==> config.mk <==
export PLATFORM = sky130hd
export DESIGN_NAME = frz_ctl_top
export DESIGN_NICKNAME = d
export VERILOG_FILES = /design/src/rtl/frz_pkg.sv /design/src/rtl/frz_fsm.sv /design/src/rtl/priv_guard.sv /design/src/rtl/frz_ctl_top.sv
export SDC_FILE = /design/constraint.sdc
export NUM_CORES = 1
export LEC_CHECK = 0
export ABC_CLOCK_PERIOD_IN_PS = 1150
export CAP_MARGIN = 30
export CORE_AREA = 2 2 39 41
export CTS_CLUSTER_DIAMETER = 100
export CTS_CLUSTER_SIZE = 8
export DETAILED_ROUTE_END_ITERATION = 6
export DIE_AREA = 0 0 41 43
export DONT_BUFFER_PORTS = 1
export PLACE_DENSITY = 0.55
export SETUP_SLACK_MARGIN = 0.05
export SYNTH_ARGS = -nofsm -noshare
export SYNTH_HDL_FRONTEND = slang
export SYNTH_SLANG_ARGS = --single-unit
==> constraint.sdc <==
create_clock -name clk -period 1.15 [get_ports clk]
set_input_delay 0.23 -clock clk [delete_from_list [all_inputs] [get_ports clk]]
set_output_delay 0.23 -clock clk [all_outputs]
set_load 0.02 [all_outputs]
==> src/rtl/frz_pkg.sv <==
package frz_pkg;
  typedef enum logic [1:0] {
    FZ_RUN  = 2'd0,
    FZ_HALT = 2'd1,
    FZ_THAW = 2'd2
  } fz_state_e;
endpackage

==> src/rtl/frz_fsm.sv <==
module frz_fsm
  import frz_pkg::*;
(
  input  logic clk,
  input  logic rst_n,
  input  logic frz_req,
  input  logic tx_busy,
  input  logic rx_busy,
  input  logic lp_active,
  output logic frz_ack,
  output logic psc_en
);
  fz_state_e state_q, state_d;
  logic quiet;

  assign quiet = !tx_busy && !rx_busy && !lp_active;

  always_comb begin
    state_d = state_q;
    unique case (state_q)
      FZ_RUN:  if (frz_req && quiet) state_d = FZ_HALT;
      FZ_HALT: if (!frz_req) state_d = FZ_THAW;
      FZ_THAW: state_d = FZ_RUN;
      default: state_d = FZ_RUN;
    endcase
  end

  always_ff @(posedge clk or negedge rst_n) begin
    if (!rst_n) state_q <= FZ_RUN;
    else        state_q <= state_d;
  end

  assign frz_ack = (state_q != FZ_RUN);
  assign psc_en  = (state_q != FZ_HALT);

  // activity holds off the grant
  assert_busy_holds_R3: assert property (@(posedge clk) disable iff (!rst_n)
    (!frz_ack && (tx_busy || rx_busy)) |=> !frz_ack);
  // low power holds off the grant
  assert_lp_holds_R4: assert property (@(posedge clk) disable iff (!rst_n)
    (!frz_ack && lp_active) |=> !frz_ack);
  // granted request stops the prescaler
  assert_grant_R2: assert property (@(posedge clk) disable iff (!rst_n)
    (!frz_ack && frz_req && quiet) |=> (frz_ack && !psc_en));
  // release restarts the prescaler before the flag drops
  assert_release_order_R5: assert property (@(posedge clk) disable iff (!rst_n)
    (frz_ack && !psc_en && !frz_req) |=> (frz_ack && psc_en));
  assert_release_fall_R5: assert property (@(posedge clk) disable iff (!rst_n)
    (frz_ack && psc_en) |=> !frz_ack);
endmodule

==> src/rtl/priv_guard.sv <==
module priv_guard #(
  parameter int DATA_W   = 32,
  parameter int PRIV_BIT = 23
) (
  input  logic              clk,
  input  logic              rst_n,
  input  logic              frz_ack,
  input  logic              acc_valid,
  input  logic              acc_write,
  input  logic              acc_super,
  input  logic              acc_marked,
  input  logic              acc_priv_sel,
  input  logic              acc_wbit,
  output logic              acc_err,
  output logic [DATA_W-1:0] acc_rdata
);
  localparam logic [DATA_W-1:0] PRIV_MASK = DATA_W'(1) << PRIV_BIT;

  logic priv_q;
  logic blocked, wr_ok, rd_hit;

  assign blocked = acc_valid && acc_marked && priv_q && !acc_super;
  assign wr_ok   = acc_valid && acc_write && acc_priv_sel && !blocked && frz_ack;
  assign rd_hit  = acc_valid && !acc_write && acc_priv_sel && !blocked;

  always_ff @(posedge clk or negedge rst_n) begin
    if (!rst_n) begin
      priv_q    <= 1'b1;
      acc_err   <= 1'b0;
      acc_rdata <= '0;
    end else begin
      if (wr_ok) priv_q <= acc_wbit;
      acc_err   <= blocked;
      acc_rdata <= rd_hit ? (priv_q ? PRIV_MASK : '0) : '0;
    end
  end

  // blocked access returns an error
  assert_block_err_R6: assert property (@(posedge clk) disable iff (!rst_n)
    (acc_valid && acc_marked && priv_q && !acc_super) |=> acc_err);
  // errored access reads zero
  assert_err_zero_R6: assert property (@(posedge clk) disable iff (!rst_n)
    acc_err |-> (acc_rdata == '0));
  // privilege bit frozen unless acknowledged
  assert_priv_locked_R8: assert property (@(posedge clk) disable iff (!rst_n)
    !frz_ack |=> $stable(priv_q));
  // supervisor or unmarked access never errors
  assert_no_err_R10: assert property (@(posedge clk) disable iff (!rst_n)
    (acc_valid && (acc_super || !acc_marked)) |=> !acc_err);
endmodule

==> src/rtl/frz_ctl_top.sv <==
module frz_ctl_top #(
  parameter int DATA_W   = 32,
  parameter int PRIV_BIT = 23
) (
  input  logic              clk,
  input  logic              rst_n,
  input  logic              frz_req,
  input  logic              tx_busy,
  input  logic              rx_busy,
  input  logic              lp_active,
  input  logic              acc_valid,
  input  logic              acc_write,
  input  logic              acc_super,
  input  logic              acc_marked,
  input  logic              acc_priv_sel,
  input  logic              acc_wbit,
  output logic              frz_ack,
  output logic              psc_en,
  output logic              acc_err,
  output logic [DATA_W-1:0] acc_rdata
);
  logic ack_w;

  frz_fsm u_fsm (
    .clk       (clk),
    .rst_n     (rst_n),
    .frz_req   (frz_req),
    .tx_busy   (tx_busy),
    .rx_busy   (rx_busy),
    .lp_active (lp_active),
    .frz_ack   (ack_w),
    .psc_en    (psc_en)
  );

  priv_guard #(.DATA_W(DATA_W), .PRIV_BIT(PRIV_BIT)) u_guard (
    .clk          (clk),
    .rst_n        (rst_n),
    .frz_ack      (ack_w),
    .acc_valid    (acc_valid),
    .acc_write    (acc_write),
    .acc_super    (acc_super),
    .acc_marked   (acc_marked),
    .acc_priv_sel (acc_priv_sel),
    .acc_wbit     (acc_wbit),
    .acc_err      (acc_err),
    .acc_rdata    (acc_rdata)
  );

  assign frz_ack = ack_w;
endmodule

==> results of run 1 <==
[final timing paths]
check | startpoint | slack, ns | depth (start not counted) | to
min in group asynchronous | rst_n | 0.27 | 1 | u_guard.acc_rdata[23]$_DFF_PN0_
max | u_fsm.state_q[1]$_DFFE_PN0P_ | 0.02 | 1 | frz_ack
max in group asynchronous | rst_n | 0.62 | 1 | u_guard.priv_q$_DFFE_PN1P_
min reg2reg | u_guard.priv_q$_DFFE_PN1P_ | 0.49 | 2 | u_guard.priv_q$_DFFE_PN1P_
max reg2reg | u_fsm.state_q[1]$_DFFE_PN0P_ | 0.21 | 4 | u_guard.priv_q$_DFFE_PN1P_
min | frz_req | 0.06 | 1 | u_fsm.state_q[1]$_DFFE_PN0P_
[final cells by class]
| type | count | area (sq um) |
|---|---|---|
| Timing Repair Buffer | 3 | 25.0 |
| Inverter | 1 | 3.75 |
| Tap cell | 16 | 20.0 |
| Sequential cell | 5 | 126 |
| Clock buffer | 4 | 26.3 |
| Fill cell | 157 | 976 |
| Multi-Input combinational cell | 44 | 206 |
[flip-flops by register name (all words and copies together), names as in the netlist]
signal             cells
u_guard.priv_q         1
u_guard.acc_err        1
u_fsm.state_q          2
u_guard.acc_rdata      1
[metrics by stage]
stage                     cells  hold slack [ns]  instance area (sq um)  utilization [%]
final                        73           0.0634                    408             29.5
after CTS                    73           0.0580                    408             29.5
after floorplan              81          -0.0656                    567                -
after global routing         73           0.0512                    408             29.5
after global placement       66          -0.0655                    354             25.6
after detailed placement     66          -0.0655                    354             25.6
[repair_timing]
action / 4_1_cts / 5_1_grt
setup endpoints to repair: 2 / 2
hold buffers: 1 / 0
setup buffers: 2 / 0
endpoints found under the hold margin: 5 / 0
resized for setup: 1 / 0
pin swaps: 0 / 0
[logic make-up (layout without fill, tap and decap cells)]
group,Yosys count,in the layout,synth area share [%]
other,1,31,0.826
AND/OR/NAND/NOR,10,10,13.8
flip-flops,5,5,27.8
AO/OA/AOI/OAI,3,3,5.51
buffers and inverters,32,8,52.1
[worst reg2reg max path: cells and delay by family, from the launching register on]
kind / cells / cell delay (ns)
DFF: 1 / 0.38
AOI/OAI and AO/OA: 3 / 0.35
buffers and inverters: 1 / 0.14
[where the power goes]
| part | switching (mW) | leakage, nW | internal (mW) | total, mW |
|---|---|---|---|---|
| Clock | 0.0662 | 0.0150 | 0.131 | 0.197 |
| Combinational | 0.111 | 0.148 | 0.0215 | 0.133 |
| Sequential | 0.0120 | 0.0655 | 0.199 | 0.211 |
[Yosys cell counts]
cell type / n / area (sq um)
sky130_fd_sc_hd__buf_4: 31 / 233
sky130_fd_sc_hd__nor3b_1: 1 / 7.51
sky130_fd_sc_hd__o2111ai_2: 1 / 15.0
sky130_fd_sc_hd__nor2b_1: 1 / 6.26
sky130_fd_sc_hd__nor3_2: 1 / 10.0
sky130_fd_sc_hd__conb_1: 1 / 3.75
sky130_fd_sc_hd__and3_1: 1 / 6.26
sky130_fd_sc_hd__nand2b_1: 1 / 6.26
sky130_fd_sc_hd__nor2_1: 3 / 11.3
sky130_fd_sc_hd__nand4b_1: 1 / 8.76
sky130_fd_sc_hd__dfrtp_1: 4 / 100
sky130_fd_sc_hd__dfstp_2: 1 / 26.3
sky130_fd_sc_hd__or2_2: 1 / 6.26
sky130_fd_sc_hd__inv_1: 1 / 3.75
sky130_fd_sc_hd__o21ai_1: 2 / 10.0
[layer usage]
layer / vias to the layer above / share of wire [%]
li1: 110 / -
met1: 111 / 27
met2: 27 / 48
met3: 4 / 21
met4: 0 / 4.0
met5: - / 0
[cell usage in the layout (no fill, tap or decap), types with 2 or more instances in the layout]
master,synthesis,layout
sky130_fd_sc_hd__clkbuf_4,0,3
sky130_fd_sc_hd__conb_1,1,31
sky130_fd_sc_hd__nor2_1,3,3
sky130_fd_sc_hd__o21ai_1,2,2
sky130_fd_sc_hd__dfrtp_1,4,4
sky130_fd_sc_hd__buf_4,31,2
==> metrics.txt, run 1 <==
# TYPE chip_impl_metric gauge
chip_impl_metric{name="detail_route.vias_per_cell",unit=""} 3.45
chip_impl_metric{name="finalWorstSetupSlack",unit="ns"} 0.0230
chip_impl_metric{name="cp_data_arrival_time",unit="ns"} 0.90
chip_impl_metric{name="detail_route.iter0.violations",unit=""} 1
chip_impl_metric{name="power.total",unit="mW"} 0.541
chip_impl_info{name="path_delay_family",value="flip-flops"} 1
chip_impl_metric{name="syn_area",unit="sq um"} 454
chip_impl_info{name="outcome",value="completed"} 1
chip_impl_metric{name="cts.path.max_buffers",unit=""} 2
chip_impl_metric{name="die_area",unit="sq um"} 1760
chip_impl_metric{name="antenna_cells",unit=""} 0
chip_impl_metric{name="design.final.nets",unit=""} 70
chip_impl_metric{name="gr-usage-met3",unit="%"} 4.71
chip_impl_metric{name="die-height",unit="um"} 43
chip_impl_metric{name="globalRouteOverflowTotal",unit=""} 0
chip_impl_metric{name="final.period_utilization",unit="%"} 98.0
chip_impl_metric{name="grt_usage",unit="%"} 6.53
chip_impl_metric{name="antenna_left",unit=""} 0
chip_impl_info{name="critical_path.endpoint_type",value="output pin"} 1
chip_impl_metric{name="timing_max_transition_violations_final",unit=""} 0
chip_impl_metric{name="peak_freq",unit="GHz"} 0.887
chip_impl_metric{name="postSynthRegisterBits",unit=""} 5
chip_impl_metric{name="cp_slowest_stage_delay",unit="ns"} 0.38
chip_impl_metric{name="initial_core_util",unit="%"} 32.8
chip_impl_info{name="timing.setup.critical_path_class",value="reg -> out"} 1
chip_impl_metric{name="grt_antenna_before_repair",unit=""} 0
chip_impl_info{name="tritoncts_clock_tree",value="done"} 1
chip_impl_metric{name="maximum_number_of_pins_on_one_net_before_global_route_repair",unit=""} 6
chip_impl_metric{name="pin_count",unit=""} 47
chip_impl_metric{name="grt_first_pass_wirelength",unit="um"} 676
chip_impl_metric{name="detail_route.drc_violations",unit=""} 0
chip_impl_info{name="global_route.peak_usage_layer",value="met2"} 1
chip_impl_metric{name="share_of_cells_above_drive_strength_1",unit="%"} 15.8
chip_impl_metric{name="htreeDepth",unit=""} 1
chip_impl_metric{name="clock_skew",unit="ns"} 0.00451
chip_impl_metric{name="route.vias.total",unit=""} 252
chip_impl_metric{name="wl_per_cell",unit="um"} 7.55
chip_impl_metric{name="postSynthCellCount",unit=""} 51
chip_impl_metric{name="flow.area_growth_from_synthesis",unit="%"} -10.2
chip_impl_metric{name="synth-seq-area-share",unit="%"} 27.8
chip_impl_metric{name="grt_pass1_vias",unit=""} 176
chip_impl_metric{name="die_x",unit="um"} 41
chip_impl_metric{name="clock-sinks",unit=""} 5
chip_impl_info{name="setup_repair_after_global_routing_missed_its_margin",value="yes"} 1
chip_impl_metric{name="drt_first_pass_iters",unit=""} 2
chip_impl_metric{name="pwr_density_cell",unit="nW/um^2"} 1330
chip_impl_metric{name="place_ws",unit="ns"} 0.171
chip_impl_metric{name="finalWorstPathRequiredPeriod",unit="ns"} 1.13
chip_impl_metric{name="syn_area_per_cell",unit="sq um"} 8.91
chip_impl_info{name="worstSetupStartpointType",value="flop"} 1
chip_impl_metric{name="worst_setup_hold_path_clk_slew",unit="ns"} 0.04
chip_impl_metric{name="worst_ir_drop_vdd",unit="mV"} 0.347
chip_impl_metric{name="rows",unit=""} 14
chip_impl_metric{name="post_synth_num_cell_types",unit=""} 15
chip_impl_info{name="clock_tree.root_cell",value="sky130_fd_sc_hd__clkbuf_4"} 1
chip_impl_metric{name="setup-tns-final",unit="ns"} 0
chip_impl_metric{name="timing.critical_path.required",unit="ns"} 0.92
chip_impl_metric{name="critical_path.n_buffers_inverters",unit=""} 0
chip_impl_metric{name="critical_path_peak_fanout",unit=""} 3
chip_impl_metric{name="placeableCoreArea",unit="sq um"} 1380
chip_impl_metric{name="finalHoldViolations",unit=""} 0
chip_impl_metric{name="synthesis.yosys.warnings",unit=""} 0
chip_impl_metric{name="power.leakage",unit="nW"} 0.229
chip_impl_metric{name="placement.io_buffers",unit=""} 0
chip_impl_metric{name="routed_wl",unit="um"} 551
chip_impl_metric{name="max_cap_violations",unit=""} 0
chip_impl_metric{name="worst_skew_pair.late_latency",unit="ns"} 0.24
chip_impl_metric{name="grtUsageMet2",unit="%"} 9.38
chip_impl_metric{name="cts-buffers-inserted",unit=""} 3
chip_impl_metric{name="finalSetupViolCount",unit=""} 0
chip_impl_info{name="hold_class",value="in -> reg"} 1
chip_impl_metric{name="use_met1",unit="%"} 4.52
chip_impl_info{name="crit_path_cell_trace",value="or2_4"} 1
chip_impl_metric{name="routabilityCongestion",unit=""} 0.513
chip_impl_info{name="slowest_stage",value="sky130_fd_sc_hd__dfrtp_1"} 1
chip_impl_metric{name="place_hpwl",unit="um"} 475
Note: power is estimated with default switching activity, not from simulation.
==> run 2: changes to the inputs <==
--- a/config.mk
+++ b/config.mk
@@ -14,7 +14,7 @@
 export DIE_AREA = 0 0 41 43
 export DONT_BUFFER_PORTS = 1
 export PLACE_DENSITY = 0.55
-export SETUP_SLACK_MARGIN = 0.05
+export SETUP_SLACK_MARGIN = 0.2
 export SYNTH_ARGS = -nofsm -noshare
 export SYNTH_HDL_FRONTEND = slang
 export SYNTH_SLANG_ARGS = --single-unit
==> run 2 against run 1 <==
Against the previous run: final cell count unchanged; first-iteration DRC count decreased by 100%; utilization increased by 0.81 points; power increased by 0.39%; critical path type unchanged; wire length increased by 1.6%; combinational power about the same; global-route usage decreased by 0.50 points; non-clock buffer count unchanged.
==> metrics.txt, run 2 (synthesized netlist as in run 1, its figures left out) <==
# TYPE chip_impl_metric gauge
chip_impl_metric{name="detail_route.iter0.violations",unit=""} 0
chip_impl_metric{name="clock-sinks",unit=""} 5
chip_impl_metric{name="finalWorstPathRequiredPeriod",unit="ns"} 1.15
chip_impl_metric{name="wl_per_cell",unit="um"} 7.67
chip_impl_metric{name="place_hpwl",unit="um"} 484
chip_impl_metric{name="comb_power_share",unit="%"} 24.9
chip_impl_metric{name="die_x",unit="um"} 41
chip_impl_info{name="path_delay_family",value="flip-flops"} 1
chip_impl_metric{name="antenna_cells",unit=""} 0
chip_impl_metric{name="place_inst",unit=""} 66
chip_impl_metric{name="placeableCoreArea",unit="sq um"} 1380
chip_impl_metric{name="n_fill_cell",unit=""} 161
chip_impl_metric{name="length_in_cells_of_the_worst_reg_to_reg_path",unit=""} 4
chip_impl_info{name="timing.setup.critical_path_class",value="reg -> out"} 1
chip_impl_metric{name="pin_count",unit=""} 47
chip_impl_metric{name="cts-buffers-inserted",unit=""} 3
chip_impl_metric{name="die_area",unit="sq um"} 1760
chip_impl_info{name="clock_tree.root_cell",value="sky130_fd_sc_hd__clkbuf_4"} 1
chip_impl_info{name="worst_r2r_endpoint",value="u_guard.priv_q$_DFFE_PN1P_"} 1
chip_impl_info{name="crit_end",value="frz_ack"} 1
chip_impl_metric{name="area.sequential",unit="sq um"} 126
chip_impl_info{name="crit_path_cell_trace",value="or2_4"} 1
chip_impl_metric{name="final.period_utilization",unit="%"} 99.6
chip_impl_info{name="regMostFlops",value="u_fsm.state_q"} 1
chip_impl_metric{name="placement.io_buffers",unit=""} 0
chip_impl_metric{name="finalHoldViolations",unit=""} 0
chip_impl_metric{name="grt_antenna_before_repair",unit=""} 0
chip_impl_metric{name="grt_first_pass_wirelength",unit="um"} 614
chip_impl_metric{name="sw_frac_of_total",unit="%"} 35.2
chip_impl_metric{name="clock_skew",unit="ns"} 0.00348
chip_impl_info{name="slowest_stage",value="sky130_fd_sc_hd__dfrtp_1"} 1
chip_impl_metric{name="pwr_density_cell",unit="nW/um^2"} 1300
chip_impl_metric{name="r2r_slack",unit="ns"} 0.19
chip_impl_info{name="outcome",value="completed"} 1
chip_impl_metric{name="largest_reg_flops",unit=""} 2
chip_impl_metric{name="routabilityCongestion",unit=""} 0.536
chip_impl_metric{name="worst_skew_pair.late_latency",unit="ns"} 0.24
chip_impl_info{name="worst_r2r_startpoint",value="u_fsm.state_q[1]$_DFFE_PN0P_"} 1
chip_impl_info{name="worstSetupStartpointType",value="flop"} 1
chip_impl_metric{name="route.vias.total",unit=""} 245
chip_impl_metric{name="htreeDepth",unit=""} 1
chip_impl_metric{name="finalSetupViolCount",unit=""} 0
chip_impl_info{name="hold_class",value="in -> reg"} 1
chip_impl_metric{name="worst_setup_hold_path_clk_slew",unit="ns"} 0.04
chip_impl_metric{name="peak_freq",unit="GHz"} 0.873
chip_impl_metric{name="detail_route.vias_per_cell",unit=""} 3.36
chip_impl_metric{name="p_switching",unit="mW"} 0.191
chip_impl_metric{name="critical_path_peak_fanout",unit=""} 4
chip_impl_info{name="tritoncts_clock_tree",value="done"} 1
chip_impl_metric{name="layoutNonFillerInstCount",unit=""} 73
chip_impl_metric{name="share_of_cells_above_drive_strength_1",unit="%"} 15.8
chip_impl_metric{name="seq_power_share",unit="%"} 39.4
chip_impl_metric{name="timing.critical_path.required",unit="ns"} 0.92
chip_impl_metric{name="cts.path.max_buffers",unit=""} 2
chip_impl_metric{name="drt_first_pass_iters",unit=""} 1
chip_impl_info{name="mostFrequentLayoutCell",value="sky130_fd_sc_hd__conb_1"} 1
chip_impl_metric{name="setup-tns-final",unit="ns"} 0
chip_impl_metric{name="cp_slowest_stage_delay",unit="ns"} 0.39
chip_impl_metric{name="antenna_left",unit=""} 0
chip_impl_metric{name="routed_wl",unit="um"} 560
chip_impl_metric{name="cp_data_arrival_time",unit="ns"} 0.92
chip_impl_info{name="cp-startpoint",value="u_fsm.state_q[0]$_DFFE_PN0P_"} 1
chip_impl_metric{name="die-height",unit="um"} 43
chip_impl_info{name="commonest_cells_after_routing_fill_and_taps_aside",value="sky130_fd_sc_hd__conb_1 (31), sky130_fd_sc_hd__dfrtp_1 (4), sky130_fd_sc_hd__nor2_1 (3), sky130_fd_sc_hd__clkbuf_4 (3)"} 1
chip_impl_info{name="setup_repair_after_global_routing_missed_its_margin",value="yes"} 1
chip_impl_metric{name="maximum_number_of_pins_on_one_net_before_global_route_repair",unit=""} 6
chip_impl_metric{name="rows",unit=""} 14
chip_impl_metric{name="power.leakage",unit="nW"} 0.229
chip_impl_metric{name="globalRouteOverflowTotal",unit=""} 0
chip_impl_metric{name="timing_max_transition_violations_final",unit=""} 0
chip_impl_metric{name="critical_path.n_buffers_inverters",unit=""} 0
chip_impl_metric{name="design.final.nets",unit=""} 70
chip_impl_metric{name="worstSetupPathDepth",unit=""} 1
chip_impl_metric{name="grt_usage",unit="%"} 6.03
chip_impl_metric{name="cell_internal_pwr",unit="mW"} 0.352
chip_impl_metric{name="grt_pass1_vias",unit=""} 179
chip_impl_metric{name="flow.area_growth_from_synthesis",unit="%"} -7.71
chip_impl_metric{name="worst_ir_drop_vdd",unit="mV"} 0.331
chip_impl_metric{name="initial_core_util",unit="%"} 32.8
chip_impl_metric{name="detail_route.drc_violations",unit=""} 0
chip_impl_info{name="critical_path.endpoint_type",value="output pin"} 1
chip_impl_metric{name="multiInputGateArea",unit="sq um"} 218
chip_impl_metric{name="max_cap_violations",unit=""} 0
chip_impl_metric{name="power.share.clock",unit="%"} 35.7
## run 2: cell counts in the layout (fill, tap and decap cells not counted)
Identical to the previous run, type by type.
## run 2: worst min path at each step
stage	start	endpoint	slack [ns]	depth (start not counted)
after floorplan	rst_n	u_fsm.state_q[0]$_DFFE_PN0P_	-0.07	0
after global placement	rst_n	u_fsm.state_q[1]$_DFFE_PN0P_	-0.07	0
after detailed placement	rst_n	u_guard.acc_rdata[23]$_DFF_PN0_	-0.07	0
after CTS	frz_req	u_fsm.state_q[1]$_DFFE_PN0P_	0.05	1
after global routing	frz_req	u_fsm.state_q[1]$_DFFE_PN0P_	0.04	1
final	frz_req	u_fsm.state_q[1]$_DFFE_PN0P_	0.06	1
## run 2: layer usage
| layer | share of wire [%] | track usage (%) | routed length, um | vias to the layer above |
|---|---|---|---|---|
| li1 | - | - | - | 111 |
| met1 | 31 | 3.23 | 173 | 112 |
| met2 | 53 | 9.06 | 296 | 22 |
| met3 | 16 | 4.71 | 90 | 0 |
| met4 | 0 | 8.00 | 0 | 0 |
| met5 | 0 | 0 | 0 | - |
## run 2: metrics by stage
stage	total power [mW]	worst slack [ns]	cell area, sq um	utilization [%]	hold WS [ns]
5_1_grt	0.586	-0.0394	419	30.3	0.0383
4_1_cts	0.546	-0.00344	400	28.9	0.0537
2_1_floorplan	0.411	0.257	569	-	-0.0656
3_5_place_dp	0.337	0.242	357	25.8	-0.0655
6_report	0.543	0.00447	419	30.3	0.0613
3_3_place_gp	0.335	0.251	357	25.8	-0.0655
## run 2: cell type report
type / count / area share (%)
clock buffer: 4 / 6.27
inverter: 1 / 0.896
multi-input combinational: 44 / 51.9
sequential: 5 / 30.1
tap: 16 / 4.78
timing repair buffer: 3 / 5.97
## run 2: power groups by stage
stage	clock network, mW	registers [mW]	logic (mW)
2_1_floorplan	0	0.213	0.199
3_3_place_gp	0	0.214	0.120
3_5_place_dp	0	0.215	0.121
4_1_cts	0.205	0.213	0.129
5_1_grt	0.226	0.215	0.145
6_report	0.194	0.214	0.135
## run 2: timing repair
item / in CTS / in global routing
endpoints found under the hold margin: 5 / 0
pin swaps: 0 / 1
hold buffers: 1 / 0
setup buffers: 1 / 1
endpoints found under the setup margin: 2 / 3
gates resized for setup: 0 / 1
==> run 3: changes to the inputs <==
--- a/config.mk
+++ b/config.mk
@@ -14,6 +14,7 @@
 export DIE_AREA = 0 0 41 43
 export DONT_BUFFER_PORTS = 1
 export PLACE_DENSITY = 0.55
+export REMOVE_ABC_BUFFERS = 1
 export SETUP_SLACK_MARGIN = 0.2
 export SYNTH_ARGS = -nofsm -noshare
 export SYNTH_HDL_FRONTEND = slang
==> run 3 against run 2 <==
Against the previous run: die area stayed put; sequential share of layout area down 1.8 points; largest cell class unchanged; first-iteration DRC count did not move; clock skew down 0.0024 ns; sequential power hardly changed; wire length is 33% higher; highest routed layer is now met4; power rose by 3.7%; clock power up 6%; fmax grew 0.84%.
==> metrics.txt, run 3 (synthesized netlist as in run 1, its figures left out) <==
# TYPE chip_impl_metric gauge
chip_impl_metric{name="place_hpwl",unit="um"} 579
chip_impl_metric{name="detail_route.iter0.violations",unit=""} 0
chip_impl_metric{name="maximum_number_of_pins_on_one_net_before_global_route_repair",unit=""} 6
chip_impl_metric{name="worst_setup_hold_path_clk_slew",unit="ns"} 0.04
chip_impl_metric{name="critical_path_peak_fanout",unit=""} 3
chip_impl_metric{name="finalSetupViolCount",unit=""} 0
chip_impl_metric{name="globalRouteOverflowTotal",unit=""} 0
chip_impl_metric{name="antenna_left",unit=""} 0
chip_impl_metric{name="routed_wl",unit="um"} 744
chip_impl_info{name="timing.setup.critical_path_class",value="reg -> out"} 1
chip_impl_info{name="mostFrequentLayoutCell",value="sky130_fd_sc_hd__conb_1"} 1
chip_impl_info{name="clock_tree.root_cell",value="sky130_fd_sc_hd__clkbuf_4"} 1
chip_impl_metric{name="wl_per_cell",unit="um"} 10.1
chip_impl_metric{name="htreeDepth",unit=""} 1
chip_impl_info{name="hold_class",value="in -> reg"} 1
chip_impl_info{name="regMostFlops",value="u_fsm.state_q"} 1
chip_impl_metric{name="grt_pass1_vias",unit=""} 189
chip_impl_info{name="worstSetupStartpointType",value="flop"} 1
chip_impl_metric{name="detail_route.vias_per_cell",unit=""} 3.43
chip_impl_metric{name="r2r_slack",unit="ns"} 0.10
chip_impl_metric{name="clock_skew",unit="ns"} 0.00107
chip_impl_metric{name="timing_max_transition_violations_final",unit=""} 0
chip_impl_info{name="slowest_stage",value="sky130_fd_sc_hd__dfrtp_1"} 1
chip_impl_metric{name="share_of_cells_above_drive_strength_1",unit="%"} 22.4
chip_impl_metric{name="n_fill_cell",unit=""} 153
chip_impl_metric{name="setup-tns-final",unit="ns"} 0
chip_impl_metric{name="die-height",unit="um"} 43
chip_impl_metric{name="layout.core_utilization",unit="%"} 32.2
chip_impl_metric{name="worst_ir_drop_vdd",unit="mV"} 0.267
chip_impl_metric{name="routabilityCongestion",unit=""} 0.608
chip_impl_metric{name="placeableCoreArea",unit="sq um"} 1380
chip_impl_metric{name="grt_antenna_before_repair",unit=""} 0
chip_impl_metric{name="cp_data_arrival_time",unit="ns"} 0.91
chip_impl_metric{name="die_area",unit="sq um"} 1760
chip_impl_metric{name="design.final.nets",unit=""} 71
chip_impl_metric{name="peak_freq",unit="GHz"} 0.880
chip_impl_metric{name="cts.path.max_buffers",unit=""} 2
chip_impl_metric{name="pwr_density_cell",unit="nW/um^2"} 1260
chip_impl_metric{name="detail_route.drc_violations",unit=""} 0
chip_impl_metric{name="die_x",unit="um"} 41
chip_impl_metric{name="timing.critical_path.required",unit="ns"} 0.92
chip_impl_metric{name="antenna_cells",unit=""} 0
chip_impl_metric{name="largest_reg_flops",unit=""} 2
chip_impl_metric{name="placement.io_buffers",unit=""} 0
chip_impl_metric{name="cts-buffers-inserted",unit=""} 3
chip_impl_metric{name="route.vias.total",unit=""} 254
chip_impl_metric{name="grt_usage",unit="%"} 8.73
chip_impl_metric{name="finalHoldViolations",unit=""} 0
chip_impl_metric{name="clock-sinks",unit=""} 5
chip_impl_info{name="path_delay_family",value="flip-flops"} 1
chip_impl_info{name="tritoncts_clock_tree",value="done"} 1
chip_impl_metric{name="flow.area_growth_from_synthesis",unit="%"} -1.93
chip_impl_metric{name="drt_first_pass_iters",unit=""} 1
chip_impl_metric{name="finalWorstPathRequiredPeriod",unit="ns"} 1.14
chip_impl_info{name="crit_path_cell_trace",value="or2_4"} 1
chip_impl_metric{name="initial_core_util",unit="%"} 32.8
chip_impl_metric{name="max_cap_violations",unit=""} 0
chip_impl_info{name="outcome",value="completed"} 1
chip_impl_info{name="commonest_cells_after_routing_fill_and_taps_aside",value="sky130_fd_sc_hd__conb_1 (31), sky130_fd_sc_hd__dfrtp_1 (4), sky130_fd_sc_hd__clkbuf_4 (3)"} 1
chip_impl_metric{name="grt_first_pass_wirelength",unit="um"} 876
chip_impl_metric{name="pin_count",unit=""} 47
chip_impl_metric{name="rows",unit=""} 14
chip_impl_info{name="setup_repair_after_global_routing_missed_its_margin",value="yes"} 1
chip_impl_metric{name="final.period_utilization",unit="%"} 98.8
chip_impl_metric{name="power.leakage",unit="nW"} 0.240
chip_impl_metric{name="cp_slowest_stage_delay",unit="ns"} 0.39
chip_impl_info{name="critical_path.endpoint_type",value="output pin"} 1
chip_impl_metric{name="critical_path.n_buffers_inverters",unit=""} 0
chip_impl_metric{name="worst_skew_pair.late_latency",unit="ns"} 0.24
[run 3: cell count changes in the layout (fill, tap and decap cells not counted), sizes merged]
cell / change
buf: +1
[run 3: area by class of cell]
type,instances,area [sq um],area share (%)
multi-input cells,44,233,52.2
clock buffers,4,26.3,5.90
repair buffers,4,36.3,8.15
flip-flops and latches,5,126,28.4
well taps,16,20.0,4.49
inverters,1,3.75,0.843
[run 3: per-layer routing]
layer | GRT usage, % | routed length, um | share of wire (%) | vias to the layer above
li1 | - | - | - | 112
met1 | 7.40 | 184 | 25 | 107
met2 | 9.38 | 362 | 49 | 31
met3 | 9.95 | 172 | 23 | 4
met4 | 10.0 | 25 | 3.4 | 0
met5 | 0 | 0 | 0 | -
[run 3: worst paths after layout]
check	startpoint	endpoint	cells past startpoint
min reg2reg	u_guard.priv_q$_DFFE_PN1P_	u_guard.priv_q$_DFFE_PN1P_	2
max reg2reg	u_fsm.state_q[0]$_DFFE_PN0P_	u_guard.priv_q$_DFFE_PN1P_	5
max in group asynchronous	rst_n	u_guard.priv_q$_DFFE_PN1P_	1
max	u_fsm.state_q[0]$_DFFE_PN0P_	frz_ack	1
min in group asynchronous	rst_n	u_guard.acc_err$_DFF_PN0_	1
min	frz_req	u_fsm.state_q[1]$_DFFE_PN0P_	1
[run 3: power by group]
part	leakage (nW)	internal, mW	switching, mW
sequential	0.0655	0.199	0.0145
clock	0.0150	0.131	0.0738
combinational	0.159	0.0283	0.116
total	0.240	0.359	0.205
[run 3: through the flow]
stage | area, sq um | power, mW | setup WS [ns] | instances | hold WS [ns]
detailed placement | 354 | 0.335 | 0.165 | 66 | -0.0655
global placement | 354 | 0.333 | 0.177 | 66 | -0.0655
global route | 445 | 0.603 | -0.0208 | 74 | 0.0303
floorplan | 334 | 0.328 | 0.187 | 50 | -0.0656
CTS | 410 | 0.560 | 0.00388 | 73 | 0.0381
finish | 445 | 0.563 | 0.0140 | 74 | 0.0470
[run 3: what timing repair did]
action                     4_1_cts  5_1_grt
hold buffers                     1        0
hold endpoints to repair         5        0
setup endpoints to repair        2        3
setup buffers                    2        1
gates resized for setup          2        5
